**src/rtl/tmr_pkg.sv**
```systemverilog
package tmr_pkg;
  localparam int SEL_W   = 4;
  localparam int NUM_TMR = 2;

  localparam logic [2:0] A_RLD0 = 3'd0;
  localparam logic [2:0] A_CMP0 = 3'd2;
  localparam logic [2:0] A_CTL0 = 3'd4;
  localparam logic [2:0] A_MODE = 3'd6;
  localparam logic [2:0] A_RST  = 3'd7;

  typedef struct packed {
    logic load;
    logic dec;
  } cntStrb_t;

  typedef struct packed {
    logic             outEn;
    logic             pol;
    logic             pwm;
    logic             run;
    logic [SEL_W-1:0] clkSel;
  } tmrCtrl_t;
endpackage

```
**src/rtl/tmr_datapath.sv**
```systemverilog
module tmr_datapath
  import tmr_pkg::*;
#(
  parameter int W = 8
) (
  input  logic                          clk,
  input  logic                          rstN,
  input  logic                          wrEn,
  input  logic [2:0]                    wrAddr,
  input  logic [W-1:0]                  wrData,
  input  cntStrb_t [NUM_TMR-1:0]        strb,
  output logic [NUM_TMR-1:0][W-1:0]     cnt,
  output logic [NUM_TMR-1:0][W-1:0]     rld,
  output logic [NUM_TMR-1:0]            zero,
  output logic [NUM_TMR-1:0]            eq
);
  logic [NUM_TMR-1:0][W-1:0] cmp;

  for (genvar i = 0; i < NUM_TMR; i++) begin : g_tmr
    localparam logic [2:0] ARLD = A_RLD0 + 3'(i);
    localparam logic [2:0] ACMP = A_CMP0 + 3'(i);

    always_ff @(posedge clk) begin
      if (!rstN) begin
        rld[i] <= '0;
        cmp[i] <= '0;
        cnt[i] <= '0;
      end else begin
        if (wrEn && wrAddr == ARLD) rld[i] <= wrData;
        if (wrEn && wrAddr == ACMP) cmp[i] <= wrData;
        if (strb[i].load)      cnt[i] <= rld[i];
        else if (strb[i].dec)  cnt[i] <= cnt[i] - 1'b1;
      end
    end

    assign zero[i] = (cnt[i] == '0);
    assign eq[i]   = (cnt[i] == cmp[i]);

    // with neither strobe the count must not move
    a_r3_hold: assert property (@(posedge clk) disable iff (!rstN)
      (!strb[i].load && !strb[i].dec) |=> $stable(cnt[i]));
  end
endmodule

```
**src/rtl/tmr_ctrl.sv**
```systemverilog
module tmr_ctrl
  import tmr_pkg::*;
#(
  parameter int W = 8
) (
  input  logic                     clk,
  input  logic                     rstN,
  input  logic                     wrEn,
  input  logic [2:0]               wrAddr,
  input  logic [W-1:0]             wrData,
  input  logic [(1<<SEL_W)-1:0]    tickIn,
  input  logic                     evtIn,
  input  logic [NUM_TMR-1:0]       zero,
  input  logic [NUM_TMR-1:0]       eq,
  output cntStrb_t [NUM_TMR-1:0]   strb,
  output logic [NUM_TMR-1:0]       irqUf,
  output logic [NUM_TMR-1:0]       irqCmp,
  output logic [NUM_TMR-1:0]       pinOut,
  output logic                     cascMode
);
  tmrCtrl_t [NUM_TMR-1:0] ctl;
  logic evtMode, evtMeta, evtSync, evtPrev, evtRise;
  logic [NUM_TMR-1:0] rstStb, tickSel, en, ufEv, mEv, wRst, wave;

  always_ff @(posedge clk) begin
    if (!rstN) begin
      ctl      <= '0;
      cascMode <= 1'b0;
      evtMode  <= 1'b0;
      evtMeta  <= 1'b0;
      evtSync  <= 1'b0;
      evtPrev  <= 1'b0;
    end else begin
      if (wrEn && wrAddr == A_CTL0)        ctl[0] <= tmrCtrl_t'(wrData[7:0]);
      if (wrEn && wrAddr == A_CTL0 + 3'd1) ctl[1] <= tmrCtrl_t'(wrData[7:0]);
      if (wrEn && wrAddr == A_MODE) begin
        cascMode <= wrData[0];
        evtMode  <= wrData[1];
      end
      evtMeta <= evtIn;
      evtSync <= evtMeta;
      evtPrev <= evtSync;
    end
  end

  assign evtRise = evtSync & ~evtPrev;
  assign rstStb  = (wrEn && wrAddr == A_RST) ? wrData[NUM_TMR-1:0] : '0;

  for (genvar i = 0; i < NUM_TMR; i++) begin : g_sel
    assign tickSel[i] = tickIn[ctl[i].clkSel];
  end
  assign en[0] = ctl[0].run & (evtMode ? evtRise : tickSel[0]);
  assign en[1] = ctl[1].run & tickSel[1];

  always_comb begin
    strb = '0;
    ufEv = '0;
    mEv  = '0;
    wRst = '0;
    if (cascMode) begin
      ufEv[1]      = en[0] & zero[0] & zero[1];
      mEv[1]       = en[0] & eq[0] & eq[1] & ctl[1].pwm;
      strb[0].load = (|rstStb) | ufEv[1];
      strb[1].load = (|rstStb) | ufEv[1];
      strb[0].dec  = en[0] & ~ufEv[1];
      strb[1].dec  = en[0] & zero[0] & ~zero[1];
      wRst         = {(|rstStb), rstStb[0]};
    end else begin
      for (int i = 0; i < NUM_TMR; i++) begin
        ufEv[i]      = en[i] & zero[i];
        mEv[i]       = en[i] & eq[i] & ctl[i].pwm;
        strb[i].load = rstStb[i] | ufEv[i];
        strb[i].dec  = en[i] & ~zero[i];
      end
      wRst = rstStb;
    end
  end

  for (genvar i = 0; i < NUM_TMR; i++) begin : g_out
    always_ff @(posedge clk) begin
      if (!rstN) begin
        wave[i]   <= 1'b0;
        irqUf[i]  <= 1'b0;
        irqCmp[i] <= 1'b0;
      end else begin
        irqUf[i]  <= ufEv[i];
        irqCmp[i] <= mEv[i];
        if (wRst[i])      wave[i] <= 1'b0;
        else if (ufEv[i]) wave[i] <= ctl[i].pwm ? 1'b0 : ~wave[i];
        else if (mEv[i])  wave[i] <= 1'b1;
      end
    end

    if (i == 0) begin : g_lo
      assign pinOut[i] = ctl[i].outEn & (wave[i] ^ ctl[i].pol) & ~cascMode;
    end else begin : g_hi
      assign pinOut[i] = ctl[i].outEn & (wave[i] ^ ctl[i].pol);
    end

    a_r7_match_sets_wave: assert property (@(posedge clk) disable iff (!rstN)
      (irqCmp[i] && !irqUf[i] && !$past(wRst[i])) |-> wave[i]);
    a_r7_uf_clears_wave: assert property (@(posedge clk) disable iff (!rstN)
      (irqUf[i] && $past(ctl[i].pwm)) |-> !wave[i]);
    a_r8_cmp_needs_pwm: assert property (@(posedge clk) disable iff (!rstN)
      irqCmp[i] |-> $past(ctl[i].pwm));
  end

  a_r12_low_quiet: assert property (@(posedge clk) disable iff (!rstN)
    $past(cascMode) |-> (!irqUf[0] && !irqCmp[0]));
endmodule

```
**src/rtl/dual_down_timer.sv**
```systemverilog
module dual_down_timer
  import tmr_pkg::*;
#(
  parameter int W = 8
) (
  input  logic                   clk,
  input  logic                   rstN,
  input  logic                   wrEn,
  input  logic [2:0]             wrAddr,
  input  logic [W-1:0]           wrData,
  input  logic [(1<<SEL_W)-1:0]  tickIn,
  input  logic                   evtIn,
  output logic [W-1:0]           cntLo,
  output logic [W-1:0]           cntHi,
  output logic [1:0]             irqUf,
  output logic [1:0]             irqCmp,
  output logic                   ufOut,
  output logic [1:0]             pinOut
);
  cntStrb_t [NUM_TMR-1:0]    strb;
  logic [NUM_TMR-1:0][W-1:0] cnt, rld;
  logic [NUM_TMR-1:0]        zero, eq;
  logic                      cascMode;

  tmr_ctrl #(.W(W)) u_ctrl (
    .clk(clk), .rstN(rstN), .wrEn(wrEn), .wrAddr(wrAddr), .wrData(wrData),
    .tickIn(tickIn), .evtIn(evtIn), .zero(zero), .eq(eq), .strb(strb),
    .irqUf(irqUf), .irqCmp(irqCmp), .pinOut(pinOut), .cascMode(cascMode)
  );

  tmr_datapath #(.W(W)) u_dp (
    .clk(clk), .rstN(rstN), .wrEn(wrEn), .wrAddr(wrAddr), .wrData(wrData),
    .strb(strb), .cnt(cnt), .rld(rld), .zero(zero), .eq(eq)
  );

  assign cntLo = cnt[0];
  assign cntHi = cnt[1];
  assign ufOut = irqUf[1];

  a_r2_reload_lo: assert property (@(posedge clk) disable iff (!rstN)
    irqUf[0] |-> cntLo == $past(rld[0]));
  a_r2_reload_hi: assert property (@(posedge clk) disable iff (!rstN)
    irqUf[1] |-> cntHi == $past(rld[1]));
  a_r3_step_down: assert property (@(posedge clk) disable iff (!rstN)
    (cntLo != $past(cntLo) && !irqUf[0] && !$past(cascMode)
     && !$past(wrEn && wrAddr == A_RST)) |-> cntLo == $past(cntLo) - 1'b1);
endmodule

```
**config.mk**
```make
export PLATFORM = sky130hd
export DESIGN_NAME = dual_down_timer
export DESIGN_NICKNAME = d
export VERILOG_FILES = /design/src/rtl/tmr_pkg.sv /design/src/rtl/tmr_datapath.sv /design/src/rtl/tmr_ctrl.sv /design/src/rtl/dual_down_timer.sv
export SDC_FILE = /design/constraint.sdc
export NUM_CORES = 1
export LEC_CHECK = 0
export ABC_AREA = 1
export BUFFER_PORTS_ARGS = -buffer_cell sky130_fd_sc_hd__buf_2
export CORE_MARGIN = 10
export CORE_UTILIZATION = 45
export CTS_CLUSTER_DIAMETER = 100
export DETAILED_ROUTE_END_ITERATION = 8
export GPL_ROUTABILITY_DRIVEN = 1
export PLACE_DENSITY = 0.65
export SYNTH_ARGS = -nofsm -noshare
export SYNTH_HDL_FRONTEND = slang
export SYNTH_SLANG_ARGS = --single-unit
```
**constraint.sdc**
```tcl
create_clock -name clk -period 2.4 [get_ports clk]
set_clock_uncertainty 0.05 [all_clocks]
set_input_delay 0.24 -clock clk [delete_from_list [all_inputs] [get_ports clk]]
set_output_delay 0.24 -clock clk [all_outputs]
set_load 0.01 [all_outputs]
```
Word level (Yosys, flattened, before mapping)
Cells that the tools add are included.

Flip-flop bits (word level): 75. Input bits: 31. Output and inout bits: 23.

$add $sub $neg: 2. Order comparisons: 2. Eq/ne operators: 9. Mux-type cells: 22. Bitwise logic cells: 32. Reduce and logical (&&, ||, !) cells: 18.

Operators by type and width (count): two-way mux 8 bit (4); AND 1 bit (19); equality test 8 bit (2); zero test 8 bit (2); subtractor 8 x 1 -> 8 bit, second input constant (2); two-way mux 1 bit (13); equality test 3 bit, second input constant (4); < comparator 4 x 5 -> 1 bit, second input constant (2); binary-select mux 1 bit (select 4 bit) (2); logical AND 1 bit (8); inverter 1 bit (8); nonzero test 2 bit (4); equality test 3 x 2 -> 1 bit, second input constant (2); OR reduction 2 bit (3); two-way mux 2 bit (2); two-way mux 4 bit (1); equality test 3 x 1 -> 1 bit, second input constant (1); zero test 3 bit (1); OR 1 bit (3); bitwise XOR 1 bit (2).

Logic depth before layout (Yosys ltp)
Depth after elaboration: 11. Mapped depth: 16. Mapped depth without buffers: 15.

Hierarchy
From an unflattened synthesis, not the netlist that was laid out.

Cells, all modules: 562. Area, all modules: 3885.0 µm².

By module, submodules not included: tmr_datapath (instances 1, cells an instance 326, area each 2357.3 µm², seq. area each 960.9 µm²); tmr_ctrl (instances 1, cells an instance 235, area each 1520.2 µm², seq. area each 540.5 µm²); dual_down_timer (instances 1, cells an instance 1, area each 7.5 µm², seq. area each 0.0 µm²).

Worst setup path before layout
OpenSTA, ideal clock, no wires.

Path type: register -> register. Start point: register u_dp.cnt[0] (netlist name). End point: register u_dp.cnt[14] (netlist name). Arrival time: 1.490 ns. Required time: 2.241 ns. Setup slack: 0.752 ns. Cell stages (with the launch flop): 14. Cell sequence: dfxtp_1 -> inv_1 -> ha_1 -> nand4_1 -> inv_1 -> nand3_2 -> nand2_4 -> nand2_4 -> nand2_4 -> buf_6 -> o21ai_2 -> inv_1 -> nand2_1 -> inv_1.

Cells in the longest elaborated chain, start to end: 6. Elaborated cells between the ends (all ways): 8.

RTL lines: start: declaration (RTL line tmr_datapath.sv:12) `output logic [NUM_TMR-1:0][W-1:0] cnt,`; start signal: indexed assignment (RTL line tmr_datapath.sv:31) `if (strb[i].load) cnt[i] <= rld[i];`; start signal: indexed assignment (RTL line tmr_datapath.sv:32) `else if (strb[i].dec) cnt[i] <= cnt[i] - 1'b1;`; zero test 8 bit * (RTL line tmr_datapath.sv:36) `assign zero[i] = (cnt[i] == '0);`; AND 1 bit * (RTL line tmr_ctrl.sv:61, tmr_ctrl.sv:66); AND 1 bit (RTL line tmr_ctrl.sv:61) `ufEv[1] = en[0] & zero[0] & zero[1];`; OR 1 bit (RTL line tmr_ctrl.sv:64) `strb[1].load = (|rstStb) | ufEv[1];`; two-way mux 4 bit * (RTL line tmr_ctrl.sv:60) `if (cascMode) begin`; two-way mux 8 bit / nonzero test 2 bit (equally long branches).

Mark *: on every way between the ends. The rest lies on a longest branch, timed or not. A chain may end at the register's enable or synchronous reset.

Worst setup path in the final report
Start point: register u_ctrl.ctl[8] (netlist name). End point: register u_dp.cnt[10] (netlist name).

Cells in the longest elaborated chain, start to end: 7. Elaborated cells between the ends (all ways): 9.

RTL lines: start: declaration (RTL line tmr_ctrl.sv:21) `tmrCtrl_t [NUM_TMR-1:0] ctl;`; binary-select mux 1 bit (select 4 bit) * (RTL line tmr_ctrl.sv:50) `assign tickSel[i] = tickIn[ctl[i].clkSel];`; two-way mux 1 bit (not written as such) * (RTL line tmr_ctrl.sv:50); AND 1 bit * (RTL line tmr_ctrl.sv:53) `assign en[1] = ctl[1].run & tickSel[1];`; AND 1 bit (RTL line tmr_ctrl.sv:70) `ufEv[i] = en[i] & zero[i];`; OR 1 bit (RTL line tmr_ctrl.sv:72) `strb[i].load = rstStb[i] | ufEv[i];`; two-way mux 4 bit * (RTL line tmr_ctrl.sv:60); two-way mux 8 bit / nonzero test 2 bit (equally long branches).

Mark *: on every way between the ends. The rest lies on a longest branch, timed or not. The select of a mux whose other input is x is not followed.

==> flow_summary.yaml <==
critical_path:
  critPathTopFamily: "simple AND/OR/NAND/NOR gates"
  r2r_slack_ns: 0.39
  critPathMaxFanout: 16
  path_class: "flop to flop"
  cp.arrival_ns: 2.22
  critPathMostFrequentCell: "nand2_1"
  critPathRequiredTime_ns: 2.60
  critical_path.max_stage_delay_ns: 0.62
  path_buf_inv: 2
  r2r-end: "u_dp.cnt[10]"
  rr_worst_depth: 13
  end_kind: "flop"
  cpMaxStageDelayCell: "dfxtp_1"
  timing.rr.start: "u_ctrl.ctl[8]"
  path_cells: "inv_1 -> nor2_1 -> o21ai_0 -> o21ai_1 -> nand2_1 -> nand3_2 -> nand2_4 -> nand3_4 -> nand2_2 -> nand2_1 -> nand3_1 -> nand2_1 -> inv_1"
  worst_setup_path_start_kind: "flop"
place:
  place.gp.congestion: 0.8993
  port_buffers: 53
  dp_hpwl_mm: 7.798
cts:
  cts.repair.resized: 0
  clk-insertion-delay-late_ns: 0.35
  cts_tree: "yes"
  cts_root_buf: "clkbuf_8"
  cts_buffer_depth: 2
  hold_buffers: 0
  path_clk_slew_ns: 0.08
  h-tree-depth: 3
  post_cts.repair.setup_buffers: 0
  cts.sinks: 75
  cts_buffers: 9
timing:
  rsz0062_at_grt: "no"
  worstMarginPinSlew_ns: 0.5563
  period_share_pct: 83.79
  slew_headroom_pct: 62.52
  tns_ns: 0
  timing.final.hold_violations: 0
  drv_slew: 0
  setup_viol: 0
  finalCriticalPeriod_ns: 2.011
  fmax_mhz: 497.3
route:
  drc: 0
  dr.pass1.iters: 4
  routedWlPerCell_um: 14.03
  via_per_inst: 4.922
  drt_wl_total_mm: 10.43
  ant_nets: 0
  drt_iter0_drc: 151
  num_vias: 3657
synth:
  netlist_instances: 574
  synth_area_leaders: "dfxtp_1 38%, nor2_1 12%, o21ai_0 8.3%"
  syn_nets: 609
  syn_area_per_cell_um2: 6.869
  synth_cell_types: 37
  synth-seq-cells: 75
  yosysTopAreaCellShare_pct: 38.08
  synth_area_mm2: 0.003943
  yosysSeqAreaShare_pct: 38.08
  yosysTopAreaCell: "dfxtp_1"
  yosys_warnings: 0
final_layout:
  nets: 665
  n_antenna_cell: 0
  most-common-layout-cells: "122 x nor2_1, 79 x nand2_1, 78 x inv_1"
  area_delta_synth_final_pct: 15.20
  layout_commonest_cell: "nor2_1"
  post-route-util_pct: 52.59
  drive_gt1_share_pct: 16.54
pwr:
  ir_drop_uv: 341.6
  p_total_w: 0.002995
  powerDensity_mw_per_mm2: 659.5
  leakagePower_nw: 2.239
grt:
  grt_usage_pct: 16.06
  grt_pass1_wl_mm: 17.01
  antenna_found_initial: 0
  grt_max_degree: 32
  grt_pass1_vias: 3609
  overflow: 0
worst_hold_path:
  holdPathStages: 3
  hold_end: "u_ctrl.evtMeta"
  min_path_type: "primary input to flop"
  worstHoldStart: "evtIn"
die:
  die_h_um: 113.6
  rows: 34
  ios: 54
  start_util_pct: 45.65
  die_w_um: 113.6
  die_area_mm2: 0.01291
  core_mm2: 0.008636
status:
  status: "finished clean"
run:
  drv_cap: 0
-- report_power, final --
part | switching, W | total [W] | leakage, nW | internal [W]
registers | 0.0000481 | 0.00134 | 0.610 | 0.00129
logic | 0.000288 | 0.000465 | 1.51 | 0.000177
clock network | 0.000468 | 0.00119 | 0.117 | 0.000720
total | 0.000804 | 0.00300 | 2.24 | 0.00219
-- sequential cells by signal, summed over array words and instances (netlist names) --
signal / flops
u_dp.cmp: 16
u_ctrl.evtSync: 1
u_ctrl.cascMode: 1
u_ctrl.wave: 2
u_dp.rld: 16
u_dp.cnt: 16
u_ctrl.irqUf: 2
u_ctrl.ctl: 16
u_ctrl.evtPrev: 1
u_ctrl.irqCmp: 2
u_ctrl.evtMode: 1
u_ctrl.evtMeta: 1
-- worst max path at each step --
stage	startpoint	end	slack, ns	depth (start not counted)
2_1_floorplan	u_dp.cnt[0]	u_dp.cnt[14]	0.75	13
3_3_place_gp	u_ctrl.ctl[8]	u_dp.cnt[10]	0.42	13
3_5_place_dp	u_ctrl.ctl[8]	u_dp.cnt[10]	0.41	13
4_1_cts	u_ctrl.ctl[8]	u_dp.cnt[11]	0.40	13
5_1_grt	u_ctrl.ctl[8]	u_dp.cnt[9]	0.07	13
6_report	u_ctrl.ctl[8]	u_dp.cnt[10]	0.39	13
-- synth_stat cells --
master,n
nor2_1,122
nand2_1,79
inv_1,78
dfxtp_1,75
o21ai_0,65
nand3_1,41
a21oi_1,18
xnor2_1,12
xor2_1,12
clkbuf_1,7
o21ai_1,7
nand2_4,6
nand4_1,6
inv_2,5
buf_6,4
ha_1,4
nand3_2,4
nor2_2,4
nor3_1,3
buf_2,2
nand2_2,2
nand3_4,2
o21ai_2,2
a211oi_1,1
a211oi_2,1
a21boi_2,1
a21oi_2,1
a31oi_1,1
buf_4,1
bufinv_8,1
inv_4,1
nor2_4,1
nor4_1,1
o211ai_1,1
o211ai_2,1
o22ai_1,1
or3_1,1
-- layer usage --
metal / wire length, um / vias to the layer above / GRT usage [%] / share of wire [%]
li1: - / 1919 / - / -
met2: 4866 / 87 / 26.12 / 47
met3: 533 / 24 / 3.727 / 5.1
met1: 4743 / 1627 / 19.73 / 45
met5: 0 / - / 0 / 0
met4: 282 / 0 / 7.191 / 2.7
-- area by class of cell --
cell class / count / area, um2
inverters: 85 / 335.3
well taps: 108 / 135.1
clock inverters: 4 / 97.59
fillers: 886 / 4094
flip-flops and latches: 75 / 1501
multi-input cells: 400 / 2017
repair buffers: 59 / 310.3
clock buffers: 12 / 145.1
-- worst reg2reg max path: stages (launching register included) --
cell and delay, ns:
dfxtp_1 0.62, inv_1 0.11, nor2_1 0.09, o21ai_0 0.08, o21ai_1 0.15, nand2_1 0.08, nand3_2 0.09, nand2_4 0.08
nand3_4 0.16, nand2_2 0.14, nand2_1 0.10, nand3_1 0.07, nand2_1 0.07, inv_1 0.03
-- metrics by stage --
stage	std cells	area [um2]	hold WS [ns]	setup slack, ns
CTS	743	4542	0.01215	0.3970
finish	743	4542	0.01686	0.3892
global route	743	4542	0.01393	0.06596
global placement	727	4299	0.3571	0.4219
floorplan	574	3943	0.2876	0.7516
detailed placement	727	4299	0.3607	0.4079
-- cell families after synthesis --
group,synth area share [%]
flops,38.08
compound gates,13.71
simple gates,30.85
fa+ha+maj,1.269
xor+xnor,5.332
buf+inv,10.76
No activity file was read; power rests on OpenSTA's default activity.
